### src/rtl/tribus_pkg.sv
package tribus_pkg;
  typedef enum logic [1:0] {
    OP_NONE   = 2'd0,
    OP_PASS_A = 2'd1,
    OP_PASS_B = 2'd2,
    OP_ADD    = 2'd3
  } alu_op_e;

  localparam int unsigned DST_MAR = 0;
  localparam int unsigned DST_PC  = 1;
  localparam int unsigned DST_IR  = 2;
  localparam int unsigned NUM_DST = 3;
endpackage

### src/rtl/tribus_srcsel.sv
module tribus_srcsel #(
  parameter int unsigned W = 16
) (
  input  logic         clk,
  input  logic         rst_n,
  input  logic         pc_to_a,
  input  logic         mbr_to_b,
  input  logic         one_to_b,
  input  logic [W-1:0] pc,
  input  logic [W-1:0] mbr,
  input  logic [W-1:0] konst,
  output logic [W-1:0] bus_a,
  output logic [W-1:0] bus_b
);
  // Non-priority AND-OR selection: a single driver per bus is assumed.
  always_comb begin
    bus_a = {W{pc_to_a}} & pc;
    bus_b = ({W{mbr_to_b}} & mbr) | ({W{one_to_b}} & konst);
  end


  bsrc_excl_chk: assert property (@(posedge clk) disable iff (!rst_n)
    $countones({mbr_to_b, one_to_b}) <= 1)
    else $error("two sources on bus B");
endmodule

### src/rtl/tribus_alu.sv
module tribus_alu
  import tribus_pkg::*;
#(
  parameter int unsigned W = 16
) (
  input  alu_op_e      op,
  input  logic [W-1:0] a,
  input  logic [W-1:0] b,
  output logic [W-1:0] c
);
  always_comb begin
    unique case (op)
      OP_PASS_A: c = a;
      OP_PASS_B: c = b;
      OP_ADD:    c = a + b;
      default:   c = '0;
    endcase
  end
endmodule

### src/rtl/tribus_dstregs.sv
module tribus_dstregs #(
  parameter int unsigned W = 16,
  parameter int unsigned N = 3
) (
  input  logic                clk,
  input  logic                rst_n,
  input  logic                op_live,
  input  logic [N-1:0]        ld,
  input  logic [W-1:0]        bus_c,
  output logic [N-1:0][W-1:0] q
);
  for (genvar i = 0; i < N; i++) begin : g_dst
    always_ff @(posedge clk) begin
      if (!rst_n)                q[i] <= '0;
      else if (op_live && ld[i]) q[i] <= bus_c;
    end
  end


  one_dest_chk: assert property (@(posedge clk) disable iff (!rst_n)
    $onehot0(ld))
    else $error("more than one destination loads");


  dst_take_chk: assert property (@(posedge clk) disable iff (!rst_n)
    (op_live && ld[0]) |=> (q[0] == $past(bus_c)))
    else $error("selected destination missed bus C");


  no_op_hold_chk: assert property (@(posedge clk) disable iff (!rst_n)
    !op_live |=> $stable(q))
    else $error("destination changed with no ALU operation");
endmodule

### src/rtl/tribus_memport.sv
module tribus_memport #(
  parameter int unsigned W = 16
) (
  input  logic         clk,
  input  logic         rst_n,
  input  logic         rd_strobe,
  input  logic         mem_rd_valid,
  input  logic [W-1:0] mem_rdata,
  output logic         rd_pend,
  output logic [W-1:0] mbr_q
);
  logic take;
  assign take = rd_pend && mem_rd_valid;

  always_ff @(posedge clk) begin
    if (!rst_n) begin
      rd_pend <= 1'b0;
      mbr_q   <= '0;
    end else begin
      rd_pend <= rd_strobe || (rd_pend && !mem_rd_valid);
      if (take) mbr_q <= mem_rdata;
    end
  end


  req_hold_chk: assert property (@(posedge clk) disable iff (!rst_n)
    (rd_pend && !mem_rd_valid) |=> rd_pend)
    else $error("read request dropped before valid");


  mbr_load_chk: assert property (@(posedge clk) disable iff (!rst_n)
    (rd_pend && mem_rd_valid) |=> (mbr_q == $past(mem_rdata)))
    else $error("buffer register missed read data");


  mbr_hold_chk: assert property (@(posedge clk) disable iff (!rst_n)
    !(rd_pend && mem_rd_valid) |=> $stable(mbr_q))
    else $error("buffer register changed without read data");
endmodule

### src/rtl/tribus_datapath.sv
module tribus_datapath
  import tribus_pkg::*;
#(
  parameter int unsigned W = 16
) (
  input  logic         clk,
  input  logic         rst_n,
  input  logic         pc_to_a,
  input  logic         mbr_to_b,
  input  logic         one_to_b,
  input  logic         op_pass_a,
  input  logic         op_pass_b,
  input  logic         op_add,
  input  logic         ld_mar,
  input  logic         ld_pc,
  input  logic         ld_ir,
  input  logic         rd_strobe,
  output logic         mem_rd_req,
  output logic [W-1:0] mem_addr,
  input  logic         mem_rd_valid,
  input  logic [W-1:0] mem_rdata,
  output logic [W-1:0] pc_q,
  output logic [W-1:0] mbr_q,
  output logic [W-1:0] ir_q,
  output logic [W-1:0] bus_c
);
  localparam logic [W-1:0] KONST_ONE = W'(1);

  alu_op_e                     op;
  logic                        op_live;
  logic [W-1:0]                bus_a;
  logic [W-1:0]                bus_b;
  logic [NUM_DST-1:0]          ld_vec;
  logic [NUM_DST-1:0][W-1:0]   dst_q;

  always_comb begin
    if (op_add)         op = OP_ADD;
    else if (op_pass_b) op = OP_PASS_B;
    else if (op_pass_a) op = OP_PASS_A;
    else                op = OP_NONE;
  end
  assign op_live = (op != OP_NONE);


  op_onehot_chk: assert property (@(posedge clk) disable iff (!rst_n)
    $onehot0({op_pass_a, op_pass_b, op_add}))
    else $error("more than one ALU operation strobe");

  always_comb begin
    ld_vec          = '0;
    ld_vec[DST_MAR] = ld_mar;
    ld_vec[DST_PC]  = ld_pc;
    ld_vec[DST_IR]  = ld_ir;
  end

  tribus_srcsel #(.W(W)) u_srcsel (
    .clk      (clk),
    .rst_n    (rst_n),
    .pc_to_a  (pc_to_a),
    .mbr_to_b (mbr_to_b),
    .one_to_b (one_to_b),
    .pc       (pc_q),
    .mbr      (mbr_q),
    .konst    (KONST_ONE),
    .bus_a    (bus_a),
    .bus_b    (bus_b)
  );

  tribus_alu #(.W(W)) u_alu (
    .op (op),
    .a  (bus_a),
    .b  (bus_b),
    .c  (bus_c)
  );

  tribus_dstregs #(.W(W), .N(NUM_DST)) u_dst (
    .clk     (clk),
    .rst_n   (rst_n),
    .op_live (op_live),
    .ld      (ld_vec),
    .bus_c   (bus_c),
    .q       (dst_q)
  );

  tribus_memport #(.W(W)) u_mem (
    .clk          (clk),
    .rst_n        (rst_n),
    .rd_strobe    (rd_strobe),
    .mem_rd_valid (mem_rd_valid),
    .mem_rdata    (mem_rdata),
    .rd_pend      (mem_rd_req),
    .mbr_q        (mbr_q)
  );

  assign mem_addr = dst_q[DST_MAR];
  assign pc_q     = dst_q[DST_PC];
  assign ir_q     = dst_q[DST_IR];


  pc_add_chk: assert property (@(posedge clk) disable iff (!rst_n)
    (op_add && pc_to_a && one_to_b && ld_pc) |=> (pc_q == $past(pc_q) + W'(1)))
    else $error("program counter increment wrong");
endmodule

### config.mk
export PLATFORM = sky130hd
export DESIGN_NAME = tribus_datapath
export DESIGN_NICKNAME = d
export VERILOG_FILES = /design/src/rtl/tribus_pkg.sv /design/src/rtl/tribus_srcsel.sv /design/src/rtl/tribus_alu.sv /design/src/rtl/tribus_dstregs.sv /design/src/rtl/tribus_memport.sv /design/src/rtl/tribus_datapath.sv
export SDC_FILE = /design/constraint.sdc
export NUM_CORES = 1
export LEC_CHECK = 0
export ABC_AREA = 1
export BUFFER_PORTS_ARGS = -buffer_cell sky130_fd_sc_hd__buf_2
export CAP_MARGIN = 0
export CORE_MARGIN = 1
export CORE_UTILIZATION = 35
export CTS_CLUSTER_DIAMETER = 120
export DETAILED_ROUTE_END_ITERATION = 8
export PLACE_DENSITY_LB_ADDON = 0.1
export SLEW_MARGIN = 20
export SYNTH_ARGS = -nofsm -noshare
export SYNTH_HDL_FRONTEND = slang
export SYNTH_SLANG_ARGS = --single-unit
### constraint.sdc
create_clock -name clk -period 5.8 [get_ports clk]
set_input_delay 0.29 -clock clk [delete_from_list [all_inputs] [get_ports clk]]
set_output_delay 0.29 -clock clk [all_outputs]
set_load 0.03 [all_outputs]
# Word level (Yosys, flattened, before mapping)
# Index checks and enable logic that the tools add are counted.
# totals
in_bits	29
output_inout_bits	81
reg_bits	65
# op_classes
n_reduce_logical	8
muxes	4
add_sub_neg	1
bitwise	3
eq_ne	3
# ops
op	count
$pmux 16 s3	1
$and 16x16->16	2
$add 16x16->16	1
$or 16x1->16	1
$logic_and 1x1->1	5
$eq 2x2->1 const B	2
$mux 2	2
$eq 2x1->1 const B	1
$reduce_bool 2->1	1
$logic_not 1->1	1
$logic_or 1x1->1	1
$mux 1	1

# Longest topological paths before layout
# Gate-level depths: netlist of the first run.
# logic_depth
ltp_word	5
ltp_mapped	17
ltp_nobuf	15

# Hierarchy
# Synthesis of the first run repeated with hierarchy kept, for this count alone.
# hier_totals
hier_cells	752
hier_area_um2	4384.2
# modules_own_cells
mod	cells_per_inst	seq_area_each_um2	area_each_um2	instances
tribus_dstregs	305	960.9	1958.1	1
tribus_alu	245	0.0	1277.5	1
tribus_memport	107	340.3	718.2	1
tribus_srcsel	86	0.0	391.6	1
tribus_datapath	9	0.0	38.8	1

# Least setup slack after synthesis of the first run
# OpenSTA, ideal clock, no wires.
# synth_timing
path_type	input to output
from	input pc_to_a
to	output bus_c[12]
path_slack_ns	3.465
t_required_ns	5.510
t_arrival_ns	2.045
path_buffers	2
path_stages	14
cell_sequence	clkbuf_2 -> buf_4 -> nand2_1 -> inv_1 -> ha_1 -> inv_1 -> fa_1 -> inv_1 -> nand3_1 -> nand3_1 -> nand3_1 -> nand4_1 -> nand3_1 -> nand2_1
# synth_between
elab_chain_len	3
# synth_lines
element	line_no	source
from (decl)	tribus_datapath.sv:8	input logic pc_to_a,
$and 16x16->16 (*)	tribus_srcsel.sv:17	bus_a = {W{pc_to_a}} & pc;
$add 16x16->16	tribus_alu.sv:15	OP_ADD: c = a + b;
$pmux 16 s3 (*)	tribus_alu.sv:12	unique case (op)
to (decl)	tribus_datapath.sv:25	output logic [W-1:0] bus_c
# Every way passes the cells marked *; elsewhere a longest branch is shown, timed or not.

# Final worst setup path of the first run
# layout_timing
from	register u_mem.mbr_q[0]
to	output bus_c[12]
# layout_between
elab_chain_len	4
# layout_lines
element	line_no	source
from (decl)	tribus_memport.sv:10	output logic [W-1:0] mbr_q
from (signal assigned)	tribus_memport.sv:21	if (take) mbr_q <= mem_rdata;
$and 16x16->16	tribus_srcsel.sv:18	bus_b = ({W{mbr_to_b}} & mbr) | ({W{one_to_b}} & konst);
$or 16x1->16	tribus_srcsel.sv:18	
$add 16x16->16	tribus_alu.sv:15	
$pmux 16 s3	tribus_alu.sv:12	
# No other way between the ends.

==> results of run 1 <==
report_power, final:
| part | internal [mW] | switching, mW |
|---|---|---|
| registers | 0.477 | 0.0209 |
| logic | 0.0790 | 0.193 |
| clock network | 0.378 | 0.212 |
kinds of logic after synthesis:
kind of cell,synth area share
simple gates,0.346
buf+inv,0.162
compound gates,0.112
flops,0.323
fa+ha+maj,0.0516
xor+xnor,0.00435
final timing paths:
path,cells after the start,endpoint,from
setup / recovery,12,bus_c[12],u_mem.mbr_q[0]
hold / removal,3,u_mem.rd_pend,rd_strobe
setup reg to reg,14,u_dst.q[44],u_mem.mbr_q[0]
hold reg to reg,2,u_mem.mbr_q[10],u_mem.mbr_q[10]
registers in the layout, summed over array words and instances (netlist names):
register	flops
u_dst.q	48
u_mem.mbr_q	16
u_mem.rd_pend	1
per-layer routing:
layer | vias to the layer above | track usage | routed length (um)
met5 | - | 0 | 0
met2 | 129 | 0.359 | 5610
met3 | 9 | 0.0391 | 689
met4 | 0 | 0.0562 | 112
met1 | 1867 | 0.265 | 5490
li1 | 2196 | - | -
cell usage after synthesis:
cell type,n,share of area
nand2_4,1,0.0028
buf_4,6,0.011
nand3b_1,2,0.0037
clkbuf_1,6,0.0056
clkinv_1,1,0.00093
xnor2_1,2,0.0043
buf_2,2,0.0025
a221oi_2,1,0.0037
nand3_1,36,0.045
o211ai_2,1,0.0031
nor2_1,129,0.12
nand2_2,7,0.011
o21ai_1,8,0.0099
o21ai_0,40,0.050
nand4_1,2,0.0031
nand3_2,7,0.017
clkbuf_2,2,0.0025
buf_6,5,0.014
inv_1,131,0.12
a21o_1,1,0.0019
a21oi_1,17,0.021
inv_2,4,0.0037
ha_1,15,0.047
and2_1,1,0.0016
or2_0,1,0.0016
nor3_1,3,0.0037
o21ai_2,1,0.0022
nand2_1,145,0.14
fa_1,1,0.0050
o22ai_1,11,0.017
or2_1,1,0.0016
dfxtp_1,65,0.32
o221ai_2,1,0.0037
cell usage in the layout, fill, tap and decap left out:
cell / n
a21o_1: 1
a21oi_1: 17
a221oi_2: 1
and2_1: 1
buf_2: 109
buf_4: 1
bufinv_16: 2
clkbuf_1: 1
clkbuf_16: 9
clkinv_1: 1
clkinv_4: 2
clkinvlp_4: 2
dfxtp_1: 65
fa_1: 1
ha_1: 15
inv_1: 131
inv_2: 4
nand2_1: 145
nand2_2: 7
nand2_4: 1
nand3_1: 36
nand3_2: 7
nand3b_1: 2
nand4_1: 2
nor2_1: 129
nor3_1: 3
o211ai_2: 1
o21ai_0: 40
o21ai_1: 8
o21ai_2: 1
o221ai_2: 1
o22ai_1: 11
or2_0: 1
or2_1: 1
xnor2_1: 2
metrics by stage:
step | area, sq um | hold WS (ns) | setup slack, ns | std cells | util
final | 4930 | 0.175 | 3.05 | 901 | 0.447
after global routing | 4930 | 0.192 | 2.80 | 901 | 0.447
after CTS | 4930 | 0.169 | 3.03 | 901 | 0.447
after detailed placement | 4610 | 0.505 | 3.13 | 885 | 0.418
after global placement | 4610 | 0.496 | 3.18 | 885 | 0.418
after floorplan | 4030 | 0.407 | 3.46 | 656 | -
final cells by class:
class,instances,area (sq um)
multi-input cells,434,2070
repair buffers,110,553
inverters,136,510
clock inverters,6,92.6
flip-flops and latches,65,1300
well taps,140,175
fillers,1200,6100
clock buffers,10,229
worst min-delay path, stage by stage:
cell,delay (ns)
buf_2,0.08
a21oi_1,0.03
nor2_1,0.07
==> metrics.cfg, run 1 <==
[placement]
gp_congestion=0.848
dp_hpwl_um=9260
port-buffer-count=109

[worst_setup_path]
arrival_ns=2.46
cp_data_required_time_ns=5.51
rrSetupSlack_ns=3.62
path_delay_family=simple AND/OR/NAND/NOR gates
cp_max_fo=4
worst_path_most_repeated_cell=nand3_1
end_kind=output pin
path_cells=a21o_1 > ha_1 > inv_1 > fa_1 > inv_1 > nand3_1 > nand3_1 > nand3_1 > nand4_1 > nand3_1 > nand2_1 > buf_2
startpoint_type=flop
worstSetupPathType=reg2out
cpPeakStageDelay_ns=0.38
critPathBufInv=3
slowest_stage=dfxtp_1

[logic_synthesis]
seq_area_frac_synth=0.323
avgSynthCellArea_sq_um=6.14
ys_types=33
synth_cells=656
synthesis.area_sq_mm=0.00403
synth-seq-cells=65
syn-num-nets=701
yosys_warnings=0

[floorplanning]
ios=110
die_h_um=109
fp.dieW_um=109
rows=38
core_area_sq_mm=0.0110
die-area_sq_mm=0.0119
start_util=0.365

[cts]
cts_tree=built
ctsHoldBuffers=0
clk_latency_ns=0.33
cts_sinks=65
ctsResizeCount=0
path_clk_slew_ns=0.06
cts_setup_buffers=0
clockBufferDepth=2
htree_levels=3
cts_root_buf=clkbuf_16
cts_made_buffers=9

[timing]
finClkSkew_ns=0.00867
rsz0062_at_grt=no
fin_crit_ns=2.75
slew_headroom=0.583
fin_crit_sh=0.474
tns_ns=0
finalSetupViolCount=0
finalHoldViolations=0
slew_viol_final=0
worst_slew_pin_slew_ns=0.621
fmax_ghz=0.364

[global_route]
grt_usage=0.208
grt_pass1_wl_um=19000
overflow=0
antenna_found_initial=0
first_global_vias=3959
grt_max_degree=26

[routing]
vias=4201
firstDrtPassIters=4
ant_nets=0
avgRoutedWirePerCell_um=13.2
drtIter0Drc=272
drc=0
wl_um=11900
viasPerCell=4.66

[final_layout]
layout.nets=801
drive_gt1_frac=0.194
antenna_cells=0
syn_to_final_growth_pct=22.5

[run_status]
status=complete, no violations

[min_path]
hold_path_class=in2reg

[pwr]
p_leak_nw=3.13
p_per_area_mw_per_mm2=276
total_power_mw=1.36
irDropWorstVdd_v=0.000162

[flow_run]
maxCapViolCount=0

No activity file was read; power rests on OpenSTA's default activity.
==> inputs of run 2 (changes only) <==
--- a/config.mk
+++ b/config.mk
@@ -5,7 +5,7 @@
 export SDC_FILE = /design/constraint.sdc
 export NUM_CORES = 1
 export LEC_CHECK = 0
-export ABC_AREA = 1
+export ABC_AREA = 0
 export BUFFER_PORTS_ARGS = -buffer_cell sky130_fd_sc_hd__buf_2
 export CAP_MARGIN = 0
 export CORE_MARGIN = 1
==> constraint.sdc (replaced) <==
create_clock -name clk -period 2.8 [get_ports clk]
set_input_delay 0.14 -clock clk [delete_from_list [all_inputs] [get_ports clk]]
set_output_delay 0.14 -clock clk [all_outputs]
set_load 0.03 [all_outputs]
==> metrics.cfg, run 2 <==
[logic_synthesis]
seq_area_frac_synth=0.379  ; was 0.323
synthesis.area_sq_mm=0.00343  ; was 0.00403 sq mm
synthArstFlopShare=0  ; unchanged
yosysTopAreaCell=dfxtp_1  ; unchanged
yosys-top-cells-area=dfxtp_1 38%, a21oi_1 7.4%, nand2_1 5.8%  ; was dfxtp_1 32%, nand2_1 14%, inv_1 12%
avgSynthCellArea_sq_um=7.99  ; was 6.14 sq um
synth-seq-cells=65  ; unchanged
synth_edf_count=0  ; unchanged
syn-num-nets=474  ; was 701
yosys_warnings=0  ; unchanged
ys_types=45  ; was 33
ys.flop_type=dfxtp_1  ; unchanged
yosysTopAreaCellShare=0.379  ; was 0.323
synth_cells=429  ; was 656
synthTopCellsByCount=65 x dfxtp_1, 53 x nand2_1, 51 x a21oi_1  ; was 145 x nand2_1, 131 x inv_1, 129 x nor2_1
yosysMostFrequentCell=dfxtp_1  ; was nand2_1

[run_status]
status=complete, no violations  ; unchanged

[placement]
pre_cts_ws_ns=0.0315  ; was 3.13 ns
gp_congestion=0.890  ; was 0.848
dp_hpwl_um=7750  ; was 9260 um
postPlaceCellArea_sq_mm=0.00425  ; was 0.00461 sq mm
port-buffer-count=109  ; unchanged

[worst_setup_path]
end_kind=output pin  ; unchanged
cpPeakStageDelay_ns=0.39  ; was 0.38 ns
cp_data_required_time_ns=2.66  ; was 5.51 ns
slowest_stage=a2111oi_1  ; was dfxtp_1
worstSetupPathType=reg2out  ; unchanged
arrival_ns=2.66  ; was 2.46 ns
r2r-start=u_mem.mbr_q[0]  ; unchanged
cp_max_fo=3  ; was 4
path_cells=a21o_1 > ha_2 > inv_2 > fa_2 > nand2b_4 > a21oi_4 > o2111ai_4 > a2111oi_1 > a211o_1 > nand2_1 > buf_6  ; was a21o_1 > ha_1 > inv_1 > fa_1 > inv_1 > nand3_1 > nand3_1 > nand3_1 > nand4_1 > nand3_1 > nand2_1 > buf_2
setup.worst_path.start=u_mem.mbr_q[0]  ; unchanged
startpoint_type=flop  ; unchanged

[timing]
fin_crit_ns=2.80
slew_headroom=0.350  ; was 0.583
rsz0062_at_grt=yes  ; was no
finClkSkew_ns=0.0135  ; was 0.00867 ns
worst_slew_pin_slew_ns=0.974  ; was 0.621 ns
fmax_ghz=0.358
slew_viol_final=0  ; unchanged
finalHoldViolations=0  ; unchanged
setup_ws_ns=0.00447  ; was 3.05 ns
fin_crit_sh=0.998
finalSetupViolCount=0  ; unchanged
timing.hold.ws_ns=0.0139  ; was 0.175 ns

[floorplanning]
fp.dieW_um=101  ; was 109 um
die_h_um=101  ; was 109 um
core_area_sq_mm=0.00937  ; was 0.0110 sq mm
die-area_sq_mm=0.0102  ; was 0.0119 sq mm
start_util=0.366  ; was 0.365
ios=110  ; unchanged
rows=35  ; was 38

[routing]
vias=3646  ; was 4201
drtIter0Drc=188  ; was 272
firstDrtPassIters=5  ; was 4
avgRoutedWirePerCell_um=15.6  ; was 13.2 um
viasPerCell=5.21  ; was 4.66
wl_um=10900  ; was 11900 um
ant_nets=0  ; unchanged
drc=0  ; unchanged

[final_layout]
regArea_sq_mm=0.00131  ; was 0.00130 sq mm
multiInputGateArea_sq_mm=0.00211  ; was 0.00207 sq mm
syn_to_final_growth_pct=38.2  ; was 22.5%
drive_gt1_frac=0.349  ; was 0.194
final_cell_mix=104 x buf_2, 59 x dfxtp_1, 50 x nand2_1, 46 x a21oi_1, 40 x buf_4  ; was 145 x nand2_1, 131 x inv_1, 129 x nor2_1, 109 x buf_2, 65 x dfxtp_1
fin_area_sq_mm=0.00474  ; was 0.00493 sq mm
top_regs=u_dst.q x48, u_mem.mbr_q x16, u_mem.rd_pend x1  ; unchanged
largest_reg_flops=48  ; unchanged
nFillCells=954  ; was 1200
layout.nets=611  ; was 801
regMostFlops=u_dst.q  ; unchanged
antenna_cells=0  ; unchanged
final_common_cell=buf_2  ; was nand2_1

[pwr]
p_comb_frac=0.217  ; was 0.200
seqPwrFrac=0.437  ; was 0.366
irDropWorstVdd_v=0.000297  ; was 0.000162 V
p_leak_nw=2.20  ; was 3.13 nW
power_frac_clock=0.346  ; was 0.434
p_sw_uw=750  ; was 426 uW
p_per_area_mw_per_mm2=493  ; was 276 mW/mm^2
total_power_mw=2.34  ; was 1.36 mW
switching_share=0.321  ; was 0.313
p_int_mw=1.59  ; was 934 uW

[min_path]
hold_path_class=in2reg  ; unchanged
worstHoldStart=mem_rdata[12]  ; was rd_strobe

[global_route]
antenna_found_initial=0  ; unchanged
overflow=0  ; unchanged
grt_usage=0.219  ; was 0.208
grt_pass1_wl_um=17100  ; was 19000 um
grt_max_degree=32  ; was 26
first_global_vias=3303  ; was 3959

[cts]
cts_tree=built  ; unchanged
clk_latency_ns=0.35  ; was 0.33 ns
cts_sinks=65  ; unchanged
cts_made_buffers=9  ; unchanged
cts_root_buf=clkbuf_8  ; was clkbuf_16
path_clk_slew_ns=0.08  ; was 0.06 ns
clockBufferDepth=2  ; unchanged
htree_levels=3  ; unchanged

[flow_run]
maxCapViolCount=0  ; unchanged

[run 2: through the flow]
step / TNS, ns / utilization / std cells
final: 0 / 0.506 / 700
after CTS: -0.136 / 0.486 / 693
after floorplan: 0 / - / 429
after global placement: 0 / 0.453 / 670
after global routing: -0.481 / 0.506 / 700
after detailed placement: 0 / 0.453 / 670
[run 2: worst paths after layout]
path / slack, ns / cells past startpoint / to
max: 0.004 / 11 / bus_c[14]
min: 0.01 / 3 / u_mem.mbr_q[12]
max reg2reg: 0.25 / 11 / u_dst.q[30]
min reg2reg: 0.47 / 2 / u_mem.mbr_q[14]
[run 2: timing repair]
action                                  in CTS  in global routing
pin swaps                                    8                 15
buffers inserted                             6                  7
hold buffers                                 1                  0
endpoints found under the setup margin       8                 11
gates resized for setup                     18                 36
hold endpoints to repair                     1                  0
[run 2: per-layer routing]
metal | vias up | share of wire | wire [um] | track usage
met5 | - | 0 | 0 | 0
met4 | 0 | 0.010 | 111 | 0.0535
met3 | 10 | 0.062 | 672 | 0.0465
met2 | 124 | 0.47 | 5140 | 0.365
met1 | 1703 | 0.46 | 4970 | 0.289
li1 | 1809 | - | - | -
[run 2: layout make-up]
| cell class | count | area share |
|---|---|---|
| clock buffers | 11 | 0.0298 |
| flip-flops and latches | 65 | 0.277 |
| multi-input cells | 321 | 0.446 |
| inverters | 19 | 0.0150 |
| well taps | 129 | 0.0340 |
| repair buffers | 150 | 0.187 |
| clock inverters | 5 | 0.0116 |
[run 2: cell families after synthesis]
| logic type | count (synthesis) | share of synthesized area |
|---|---|---|
| compound gates | 153 | 0.285 |
| xor+xnor | 9 | 0.0230 |
| fa+ha+maj | 16 | 0.0606 |
| buf+inv | 43 | 0.0474 |
| flops | 65 | 0.379 |
| mux | 7 | 0.0208 |
| simple gates | 136 | 0.184 |
[run 2: power groups by stage]
stage                     clock (mW)  combinational, mW  sequential (mW)
after floorplan                    0              0.206             1.14
after global placement             0              0.477             1.04
after detailed placement           0              0.480             1.04
after CTS                      0.829              0.492             1.02
after global routing           0.876              0.552             1.03
final                          0.809              0.506             1.02
[run 2: worst max-delay path: cells and delay by family, from the launching register on]
kind / cells / cell delay (ns)
compound gates: 5 / 1.02
fa+ha+maj: 2 / 0.52
buf+inv: 2 / 0.20
flops: 1 / 0.33
simple gates: 2 / 0.23
